## src/rtl/dbi_pkg.sv

```systemverilog
package dbi_pkg;
  localparam int LINE_BYTES     = 64;
  localparam int BURST_BYTES    = 8;
  localparam int MAX_FLAG_BYTES = 3;
  localparam int FLAG_BITS      = 8 * MAX_FLAG_BYTES;
  localparam int LINE_W         = 8 * LINE_BYTES;
  localparam int LEN_W          = $clog2(LINE_BYTES + 1);
  localparam int IDX_W          = $clog2(LINE_BYTES);
  localparam int SLOT_W         = $clog2(FLAG_BITS);
  localparam int TOGGLE_LIMIT   = 4;

  typedef enum logic [1:0] {ST_IDLE, ST_SCAN, ST_EMIT} enc_state_t;

  typedef struct packed {
    logic              hit;
    logic [SLOT_W-1:0] slot;
  } cover_t;

  // Coverage rule: which payload byte owns which flag slot for a mode.
  function automatic cover_t cover_of(input logic [1:0] mode,
                                      input logic [LEN_W-1:0] pay,
                                      input logic [IDX_W-1:0] j);
    cover_t r;
    int jj;
    int pp;
    int span;
    r    = '0;
    jj   = int'(j);
    pp   = int'(pay);
    span = 8 * int'(mode);
    case (mode)
      2'd3: begin
        if (jj < span) begin r.hit = 1'b1; r.slot = SLOT_W'(jj); end
      end
      2'd2: begin
        if (pp <= span) begin
          if (jj < span) begin r.hit = 1'b1; r.slot = SLOT_W'(jj); end
        end else if ((jj % 2) == 0 && jj < 2 * span) begin
          r.hit = 1'b1; r.slot = SLOT_W'(jj / 2);
        end
      end
      2'd1: begin
        if (pp <= span) begin
          if (jj < span) begin r.hit = 1'b1; r.slot = SLOT_W'(jj); end
        end else if ((jj % 3) == 0 && jj < 3 * span) begin
          r.hit = 1'b1; r.slot = SLOT_W'(jj / 3);
        end
      end
      default: r = '0;
    endcase
    return r;
  endfunction
endpackage

```

## src/rtl/dbi_mode_sel.sv

```systemverilog
module dbi_mode_sel
  import dbi_pkg::*;
(
  input  logic [LEN_W-1:0] len_raw_i,
  output logic [LEN_W-1:0] len_eff_o,
  output logic [LEN_W-1:0] total_o,
  output logic [1:0]       mode_o
);
  localparam int BURST_SH = $clog2(BURST_BYTES);

  logic [LEN_W:0]   rounded;
  logic [LEN_W-1:0] spare;

  always_comb begin
    if (len_raw_i == '0)
      len_eff_o = LEN_W'(1);
    else if (int'(len_raw_i) > LINE_BYTES)
      len_eff_o = LEN_W'(LINE_BYTES);
    else
      len_eff_o = len_raw_i;
    rounded = ({1'b0, len_eff_o} + (LEN_W+1)'(BURST_BYTES - 1)) >> BURST_SH;
    total_o = LEN_W'(rounded << BURST_SH);
    spare   = total_o - len_eff_o;
    if (int'(spare) >= MAX_FLAG_BYTES)
      mode_o = 2'(MAX_FLAG_BYTES);
    else
      mode_o = spare[1:0];
  end
endmodule

```

## src/rtl/dbi_line_buf.sv

```systemverilog
module dbi_line_buf
  import dbi_pkg::*;
(
  input  logic              clk,
  input  logic              rst,
  input  logic              load_i,
  input  logic [LINE_W-1:0] line_i,
  input  logic [IDX_W-1:0]  raddr_i,
  output logic [7:0]        rdata_o,
  output logic [7:0]        hdr_o
);
  logic [7:0] mem [LINE_BYTES];

  for (genvar n = 0; n < LINE_BYTES; n++) begin : g_byte
    always_ff @(posedge clk) begin
      if (rst)
        mem[n] <= '0;
      else if (load_i)
        mem[n] <= line_i[8*n +: 8];
    end
  end

  assign rdata_o = mem[raddr_i];
  assign hdr_o   = mem[0];
endmodule

```

## src/rtl/dbi_inv_decider.sv

```systemverilog
module dbi_inv_decider
  import dbi_pkg::*;
(
  input  logic                  clk,
  input  logic                  rst,
  input  logic                  clear_i,
  input  logic                  step_i,
  input  logic [1:0]            mode_i,
  input  logic [LEN_W-1:0]      pay_len_i,
  input  logic [IDX_W-1:0]      idx_i,
  input  logic [7:0]            data_i,
  output logic [FLAG_BITS-1:0]  flags_o,
  output logic [LINE_BYTES-1:0] inv_o
);
  logic [7:0] ref_q;
  cover_t     sel;
  logic       flip;
  logic [7:0] driven;

  always_comb begin
    sel    = cover_of(mode_i, pay_len_i, idx_i);
    flip   = sel.hit && ($countones(data_i ^ ref_q) > TOGGLE_LIMIT);
    driven = data_i ^ {8{flip}};
  end

  always_ff @(posedge clk) begin
    if (rst || clear_i) begin
      ref_q   <= '0;
      flags_o <= '0;
      inv_o   <= '0;
    end else if (step_i) begin
      ref_q        <= driven;
      inv_o[idx_i] <= flip;
      if (flip)
        flags_o[sel.slot] <= 1'b1;
    end
  end
endmodule

```

## src/rtl/dbi_beat_mux.sv

```systemverilog
module dbi_beat_mux
  import dbi_pkg::*;
(
  input  logic [LEN_W-1:0]      beat_i,
  input  logic [1:0]            mode_i,
  input  logic [LEN_W-1:0]      len_i,
  input  logic [7:0]            hdr_i,
  input  logic [FLAG_BITS-1:0]  flags_i,
  input  logic [7:0]            data_i,
  input  logic [LINE_BYTES-1:0] inv_i,
  output logic [IDX_W-1:0]      addr_o,
  output logic [7:0]            byte_o
);
  logic [LEN_W-1:0] k_ext;
  logic [LEN_W-1:0] rel;
  logic [IDX_W-1:0] pidx;

  always_comb begin
    k_ext  = LEN_W'(mode_i);
    rel    = beat_i - k_ext;
    addr_o = rel[IDX_W-1:0];
    pidx   = addr_o - IDX_W'(1);
    if (beat_i == '0)
      byte_o = {hdr_i[7:2], mode_i};
    else if (beat_i <= k_ext) begin
      case (beat_i[1:0])
        2'd1:    byte_o = flags_i[7:0];
        2'd2:    byte_o = flags_i[15:8];
        default: byte_o = flags_i[23:16];
      endcase
    end else if (beat_i < len_i + k_ext)
      byte_o = data_i ^ {8{inv_i[pidx]}};
    else
      byte_o = 8'h00;
  end
endmodule

```

## src/rtl/dbi_line_encoder.sv

```systemverilog
module dbi_line_encoder
  import dbi_pkg::*;
(
  input  logic              clk,
  input  logic              rst,
  input  logic              start_i,
  input  logic [LEN_W-1:0]  len_i,
  input  logic [LINE_W-1:0] line_i,
  output logic              busy_o,
  output logic              out_valid_o,
  output logic [7:0]        out_byte_o,
  output logic [1:0]        mode_o,
  output logic [FLAG_BITS-1:0] flags_o,
  output logic [LEN_W-1:0]  total_len_o,
  output logic              done_o
);
  enc_state_t       state;
  logic [LEN_W-1:0] idx;
  logic [LEN_W-1:0] len_q;
  logic [LEN_W-1:0] pay_len;
  logic [LEN_W-1:0] len_eff;
  logic [LEN_W-1:0] total_c;
  logic [1:0]       mode_c;
  logic             load;
  logic [IDX_W-1:0] rd_addr;
  logic [IDX_W-1:0] emit_addr;
  logic [7:0]       rd_byte;
  logic [7:0]       hdr_byte;
  logic [7:0]       emit_byte;
  logic [LINE_BYTES-1:0] inv_vec;

  assign load    = (state == ST_IDLE) && start_i;
  assign pay_len = len_q - LEN_W'(1);
  assign rd_addr = (state == ST_SCAN) ? IDX_W'(idx + LEN_W'(1)) : emit_addr;
  assign busy_o  = (state != ST_IDLE);

  dbi_mode_sel u_mode_sel (
    .len_raw_i (len_i),
    .len_eff_o (len_eff),
    .total_o   (total_c),
    .mode_o    (mode_c)
  );

  dbi_line_buf u_line_buf (
    .clk     (clk),
    .rst     (rst),
    .load_i  (load),
    .line_i  (line_i),
    .raddr_i (rd_addr),
    .rdata_o (rd_byte),
    .hdr_o   (hdr_byte)
  );

  dbi_inv_decider u_decider (
    .clk       (clk),
    .rst       (rst),
    .clear_i   (load),
    .step_i    (state == ST_SCAN),
    .mode_i    (mode_o),
    .pay_len_i (pay_len),
    .idx_i     (idx[IDX_W-1:0]),
    .data_i    (rd_byte),
    .flags_o   (flags_o),
    .inv_o     (inv_vec)
  );

  dbi_beat_mux u_beat_mux (
    .beat_i  (idx),
    .mode_i  (mode_o),
    .len_i   (len_q),
    .hdr_i   (hdr_byte),
    .flags_i (flags_o),
    .data_i  (rd_byte),
    .inv_i   (inv_vec),
    .addr_o  (emit_addr),
    .byte_o  (emit_byte)
  );

  always_ff @(posedge clk) begin
    if (rst) begin
      state       <= ST_IDLE;
      idx         <= '0;
      len_q       <= '0;
      mode_o      <= '0;
      total_len_o <= '0;
      out_valid_o <= 1'b0;
      out_byte_o  <= '0;
      done_o      <= 1'b0;
    end else begin
      done_o <= 1'b0;
      case (state)
        ST_IDLE: begin
          if (start_i) begin
            len_q       <= len_eff;
            mode_o      <= mode_c;
            total_len_o <= total_c;
            idx         <= '0;
            state       <= (len_eff == LEN_W'(1)) ? ST_EMIT : ST_SCAN;
          end
        end
        ST_SCAN: begin
          if (idx == pay_len - LEN_W'(1)) begin
            idx   <= '0;
            state <= ST_EMIT;
          end else begin
            idx <= idx + LEN_W'(1);
          end
        end
        ST_EMIT: begin
          if (idx < total_len_o) begin
            out_valid_o <= 1'b1;
            out_byte_o  <= emit_byte;
            idx         <= idx + LEN_W'(1);
          end else begin
            out_valid_o <= 1'b0;
            out_byte_o  <= '0;
            done_o      <= 1'b1;
            state       <= ST_IDLE;
          end
        end
        default: state <= ST_IDLE;
      endcase
    end
  end
endmodule

```

## config.mk

```make
export PLATFORM = sky130hd
export DESIGN_NAME = dbi_line_encoder
export DESIGN_NICKNAME = d
export VERILOG_FILES = /design/src/rtl/dbi_pkg.sv /design/src/rtl/dbi_mode_sel.sv /design/src/rtl/dbi_line_buf.sv /design/src/rtl/dbi_inv_decider.sv /design/src/rtl/dbi_beat_mux.sv /design/src/rtl/dbi_line_encoder.sv
export SDC_FILE = /design/constraint.sdc
export NUM_CORES = 1
export LEC_CHECK = 0
export BUFFER_PORTS_ARGS = -buffer_cell sky130_fd_sc_hd__clkbuf_2
export CAP_MARGIN = 20
export CORE_MARGIN = 2
export CORE_UTILIZATION = 55
export CTS_CLUSTER_DIAMETER = 50
export DETAILED_ROUTE_END_ITERATION = 6
export PLACE_DENSITY = 0.79
export SKIP_CTS_REPAIR_TIMING = 1
export SYNTH_ARGS = -nofsm -noshare
export SYNTH_HDL_FRONTEND = slang
export SYNTH_SLANG_ARGS = --single-unit
```

## constraint.sdc

```tcl
create_clock -name clk -period 55 [get_ports clk]
set_input_delay 11 -clock clk [delete_from_list [all_inputs] [get_ports clk]]
set_output_delay 11 -clock clk [all_outputs]
set_load 0.02 [all_outputs]
```

After elaboration in Yosys (flattened, before gate mapping)
Memory sizes are Yosys's and may differ from the RTL's.
Cells that the tools add are included.
{"block": "word_totals", "ff_bits": 128, "latch_bits": 0, "ram_bits": 512, "mem_bits_ro": 0, "input_bits": 522, "output_inout_bits": 44, "wordCells": 248, "mem_count": 1}
{"memory": "u_line_buf.mem", "depth": 64, "width": 8, "rd": 2, "rd_clocked_by_memory_dff": 0, "wr": 64, "line_no": "dbi_line_buf.sv:12", "source": "logic [7:0] mem [LINE_BYTES];"}
{"block": "classes", "addsub": 15, "multipliers": 1, "div_mod_pow": 2, "magnitude_cmp": 15, "eq_ne": 13, "shifts": 0, "muxes": 102, "n_bitwise": 69, "reduce_logical": 19}
{"cell": "$mux W8", "count": 68}
{"cell": "$add A32 B32 Y32", "count": 3}
{"cell": "$bwmux W64", "count": 1}
{"cell": "$logic_not A32 Y1", "count": 2}
{"cell": "$or A1 B1 Y1", "count": 64}
{"cell": "$mux W6", "count": 6}
{"cell": "$mux W7", "count": 5}
{"cell": "$div A7 B3 Y32 const B", "count": 1}
{"cell": "$gt A32 B4 Y1 const B", "count": 1}
{"cell": "$lt A7 B32 Y1", "count": 1}
{"cell": "$mod A7 B3 Y32 const B", "count": 1}
{"cell": "$or A24 B24 Y24", "count": 1}
{"cell": "$xor A8 B8 Y8", "count": 3}
{"cell": "$pmux W7 S3", "count": 1}
{"cell": "$pmux W6 S3", "count": 1}
{"cell": "$pmux W8 S2", "count": 1}
{"cell": "$logic_not A7 Y1", "count": 2}
{"cell": "$lt A6 B7 Y1 const B", "count": 2}
{"cell": "$lt A7 B7 Y1", "count": 2}
{"cell": "$sub A7 B1 Y7 const B", "count": 2}
{"cell": "$mux W1", "count": 10}
{"cell": "$mux W2", "count": 5}
{"cell": "$add A1 B1 Y2", "count": 4}
{"cell": "$eq A2 B2 Y1 const B", "count": 4}
{"cell": "other kinds (33)", "count": 45}

Longest topological paths before layout
{"block": "depth", "word_depth": 11, "ltp_mapped": 27, "mapped_depth_nobuf": 22}

By module
Synthesis repeated with hierarchy kept, for this count alone.
{"block": "hier_totals", "hier_cells": 2640, "hier_area_um2": 32691.4}
{"mod": "dbi_line_buf", "instances": 1, "cells_per_inst": 1390, "area_per_inst_um2": 22894.5, "seq_area_each_um2": 15374.7}
{"mod": "dbi_inv_decider", "instances": 1, "cells_per_inst": 712, "area_per_inst_um2": 5451.5, "seq_area_each_um2": 1921.8}
{"mod": "dbi_line_encoder", "instances": 1, "cells_per_inst": 276, "area_per_inst_um2": 2112.0, "seq_area_each_um2": 700.7}
{"mod": "dbi_beat_mux", "instances": 1, "cells_per_inst": 169, "area_per_inst_um2": 1569.0, "seq_area_each_um2": 0.0}
{"mod": "dbi_mode_sel", "instances": 1, "cells_per_inst": 93, "area_per_inst_um2": 664.4, "seq_area_each_um2": 0.0}

Least setup slack after synthesis
Ideal clock, no wire load.
{"block": "synth_path", "path_kind": "input to register", "start": "input start_i", "end": "memory u_line_buf.mem[0][0] (enable)", "setup_time_ps": 1078, "t_arrival_ps": 25212, "required_ps": 53922, "setup_slack_ps": 28710, "stages": 3, "path_buffers": 1, "cell_sequence": "a21oi_1 > inv_2 > clkbuf_1"}
{"item": "start, declared", "line_no": "dbi_line_encoder.sv:6", "source": "input logic start_i,"}
{"item": "end, declared", "line_no": "dbi_line_buf.sv:12"}

==> results.toml <==
[yosys]
synth_seq_cells = 640
ys_seq_area_share_pct = 56.60
synthAdderAreaFrac_pct = 2.377
synth-compound-area-share_pct = 6.302
synth_cells = 2418
synthArstFlopShare_pct = 0
synth-edff-count = 512
synth_mux_area_share_pct = 14.08
synth_xor_area_share_pct = 1.544
post_synth_num_cell_types = 82
yosys_warnings = 0
synth_top_family_by_area = "simple AND/OR/NAND/NOR gates"
syn_avg_cell_area_um2 = 13.11
yosys.area_share.simple_pct = 16.29
synth-main-ff-cell = "edfxtp_1"
netlist_area_um2 = 31690

[die]
io_pins = 566
die_h_um = 244.0
die_x_um = 244.0
die_area_um2 = 59550
row_count = 87
start_util_pct = 55.88
core_area_um2 = 56710

[critical_path]
cp-start-kind = "input pin"
crit_fanout = 216
worstRegToRegCells = 22
reg2reg_to = "u_decider.inv_o[23]"
critPathRequiredTime_ns = 55.26
worst_setup_path_end_kind = "register"
reg2reg_from = "mode_o[0]"
worstSetupPathType = "in2reg"
critPathMaxStageDelay_ns = 0.78
worst_path_most_repeated_cell = "buf_4"
r2r_setup_slack_ns = 45.59
worst_ep_arrival_time_ns = 14.02
crit_path_cell_trace = "clkbuf_2 -> a21oi_2 -> buf_4 -> inv_8 -> buf_12 -> buf_4 -> buf_16"
crit_slowest_cell = "buf_12"
cp-endpoint = "u_line_buf.mem[52][2]"
critPathLaunch = "rst"

[min_path]
hold_path.class = "reg2reg"

[global_route]
grt_overflow = 0
grt_max_degree = 217
grt_pass1_vias = 22400
grt_use_total_pct = 29.71
antenna_found_initial = 42
grt_pass1_wl_um = 132300

[finish]
area_growth_pct = 18.41
final_common_cell = "clkbuf_2"
seqCellArea_um2 = 17940
fin_cells = 3767
drive_gt1_share_pct = 30.66
fillers = 4028
fin_area_um2 = 37520
nNetsFinal = 3492
final_cell_mix = "clkbuf_2, and2_1, edfxtp_1"
multiInputGateArea_um2 = 12950

[timing]
min_period_ns = 13.75
finalMaxSlewViolations = 0
grt_setup_unrepaired = "false"
clock.fmax_mhz = 72.70
clock_skew_ns = 0.02649
period_share_pct = 25.01
tightest_slew_ns = 1.126
max_slew_margin_pct = 24.90
finalSetupViolations = 0
hold_viol = 0
fin_setup_tns_ns = 0

[detailed_routing]
drc_errors = 0
wl_um = 90240
wl_per_cell_um = 23.95
vias = 22300
vias_per_cell = 5.921
drtAntennaViolNets = 0
drt_iter0_markers = 2424
dr.pass1.iters = 6

[outcome]
status = "finished, final reports clean"

[clock_network]
cts.sinks = 640
cts_tree = "built"
clk_latency_ns = 0.62
numCtsBuffers = 73
htreeDepth = 3
cts_buffer_depth = 3
cts.clk_slew.worst_paths_ns = 0.06
cts-root-buf = "clkbuf_16"

[placed_design]
gp_congestion = 0.9358
hpwl_um = 63370
placed_cell_area_um2 = 35000
io_buffers = 562
dp.cells = 3593

[pwr]
power_mw = 1.786
p_leak_nw = 14.93
peakVddDrop_v = 0.00004438
p_per_area_nw_per_um2 = 47.59

[job]
drv_cap = 0
## kinds of logic (layout without fill, tap and decap cells)
logic type	count (synthesis)	after routing
compound gates	318	318
xor+xnor	51	51
fa+ha+maj	57	57
buf+inv	207	758
flops	640	640
mux	224	224
other cells	1	43
simple gates	920	920
## worst max-delay path, delay by kind of cell
| family | cells | cell delay [ns] |
|---|---|---|
| compound gates | 1 | 0.05 |
| buf+inv | 6 | 2.75 |
## final cells by class
type,instances,area share [%]
clock inverter,45,1.147
multi-input combinational,1573,34.50
clock buffer,86,5.082
antenna,40,0.2668
inverter,37,0.3901
timing repair buffer,590,8.283
tap,756,2.521
sequential,640,47.81
## report_power, final
group	switching, mW	internal [mW]
logic	0.365	0.297
clock network	0.198	0.278
registers	0.0281	0.619
total	0.591	1.19
## flip-flops by register name, indices dropped and copies added (netlist names)
signal and cells:
total_len_o 4, u_line_buf.mem 512, u_decider.inv_o 64, idx 7, u_decider.ref_q 8, done_o 1
out_byte_o 8, mode_o 2, out_valid_o 1, u_decider.flags_o 24, state 2, len_q 7
## per-layer routing
| layer | GRT usage, % | wire length (µm) | vias to the layer above |
|---|---|---|---|
| met3 | 5.443 | 6669 | 251 |
| li1 | - | - | 9952 |
| met1 | 36.22 | 32500 | 10950 |
| met5 | 0 | 81 | - |
| met4 | 15.85 | 4712 | 12 |
| met2 | 50.50 | 46280 | 1141 |
## through the flow
| stage | util (%) | setup slack, ns | hold slack (ns) |
|---|---|---|---|
| 5_1_grt | 66.15 | 41.01 | 0.4778 |
| 6_report | 66.16 | 41.25 | 0.4522 |
| 3_3_place_gp | 61.72 | 40.46 | 0.4386 |
| 4_1_cts | 65.84 | 40.96 | 0.4544 |
| 2_1_floorplan | - | 28.71 | 0.4331 |
| 3_5_place_dp | 61.72 | 40.31 | 0.4470 |
## cell usage after synthesis, types with 11 or more instances
master      n  area share, %
mux2i_1    42            1.3
nand2b_1   12           0.24
mux4_2    174             12
xor2_1     19           0.53
edfxtp_1  512             49
nor2_1     71           0.84
buf_2      12           0.19
xnor2_1    29           0.80
nor3_1     29           0.46
ha_1       49            1.9
o211ai_1   14           0.33
dfxtp_1   128            8.1
and2_1    519             10
a21oi_1    98            1.5
clkbuf_1  131            1.6
and3_1     20           0.39
nand2_1   155            1.8
o21ai_0    98            1.5
nand3_1    55           0.87
inv_1      33           0.39
buf_1      11           0.13
## worst min path at each step
stage                              startpoint                   to  cells past startpoint
after floorplan            u_decider.inv_o[0]   u_decider.inv_o[0]                      2
after global placement    u_decider.inv_o[44]  u_decider.inv_o[44]                      2
after detailed placement  u_decider.inv_o[56]  u_decider.inv_o[56]                      2
after CTS                 u_decider.inv_o[56]  u_decider.inv_o[56]                      2
after global routing      u_decider.inv_o[44]  u_decider.inv_o[44]                      2
final                     u_decider.inv_o[44]  u_decider.inv_o[44]                      2
(Power assumes the default switching activity.)
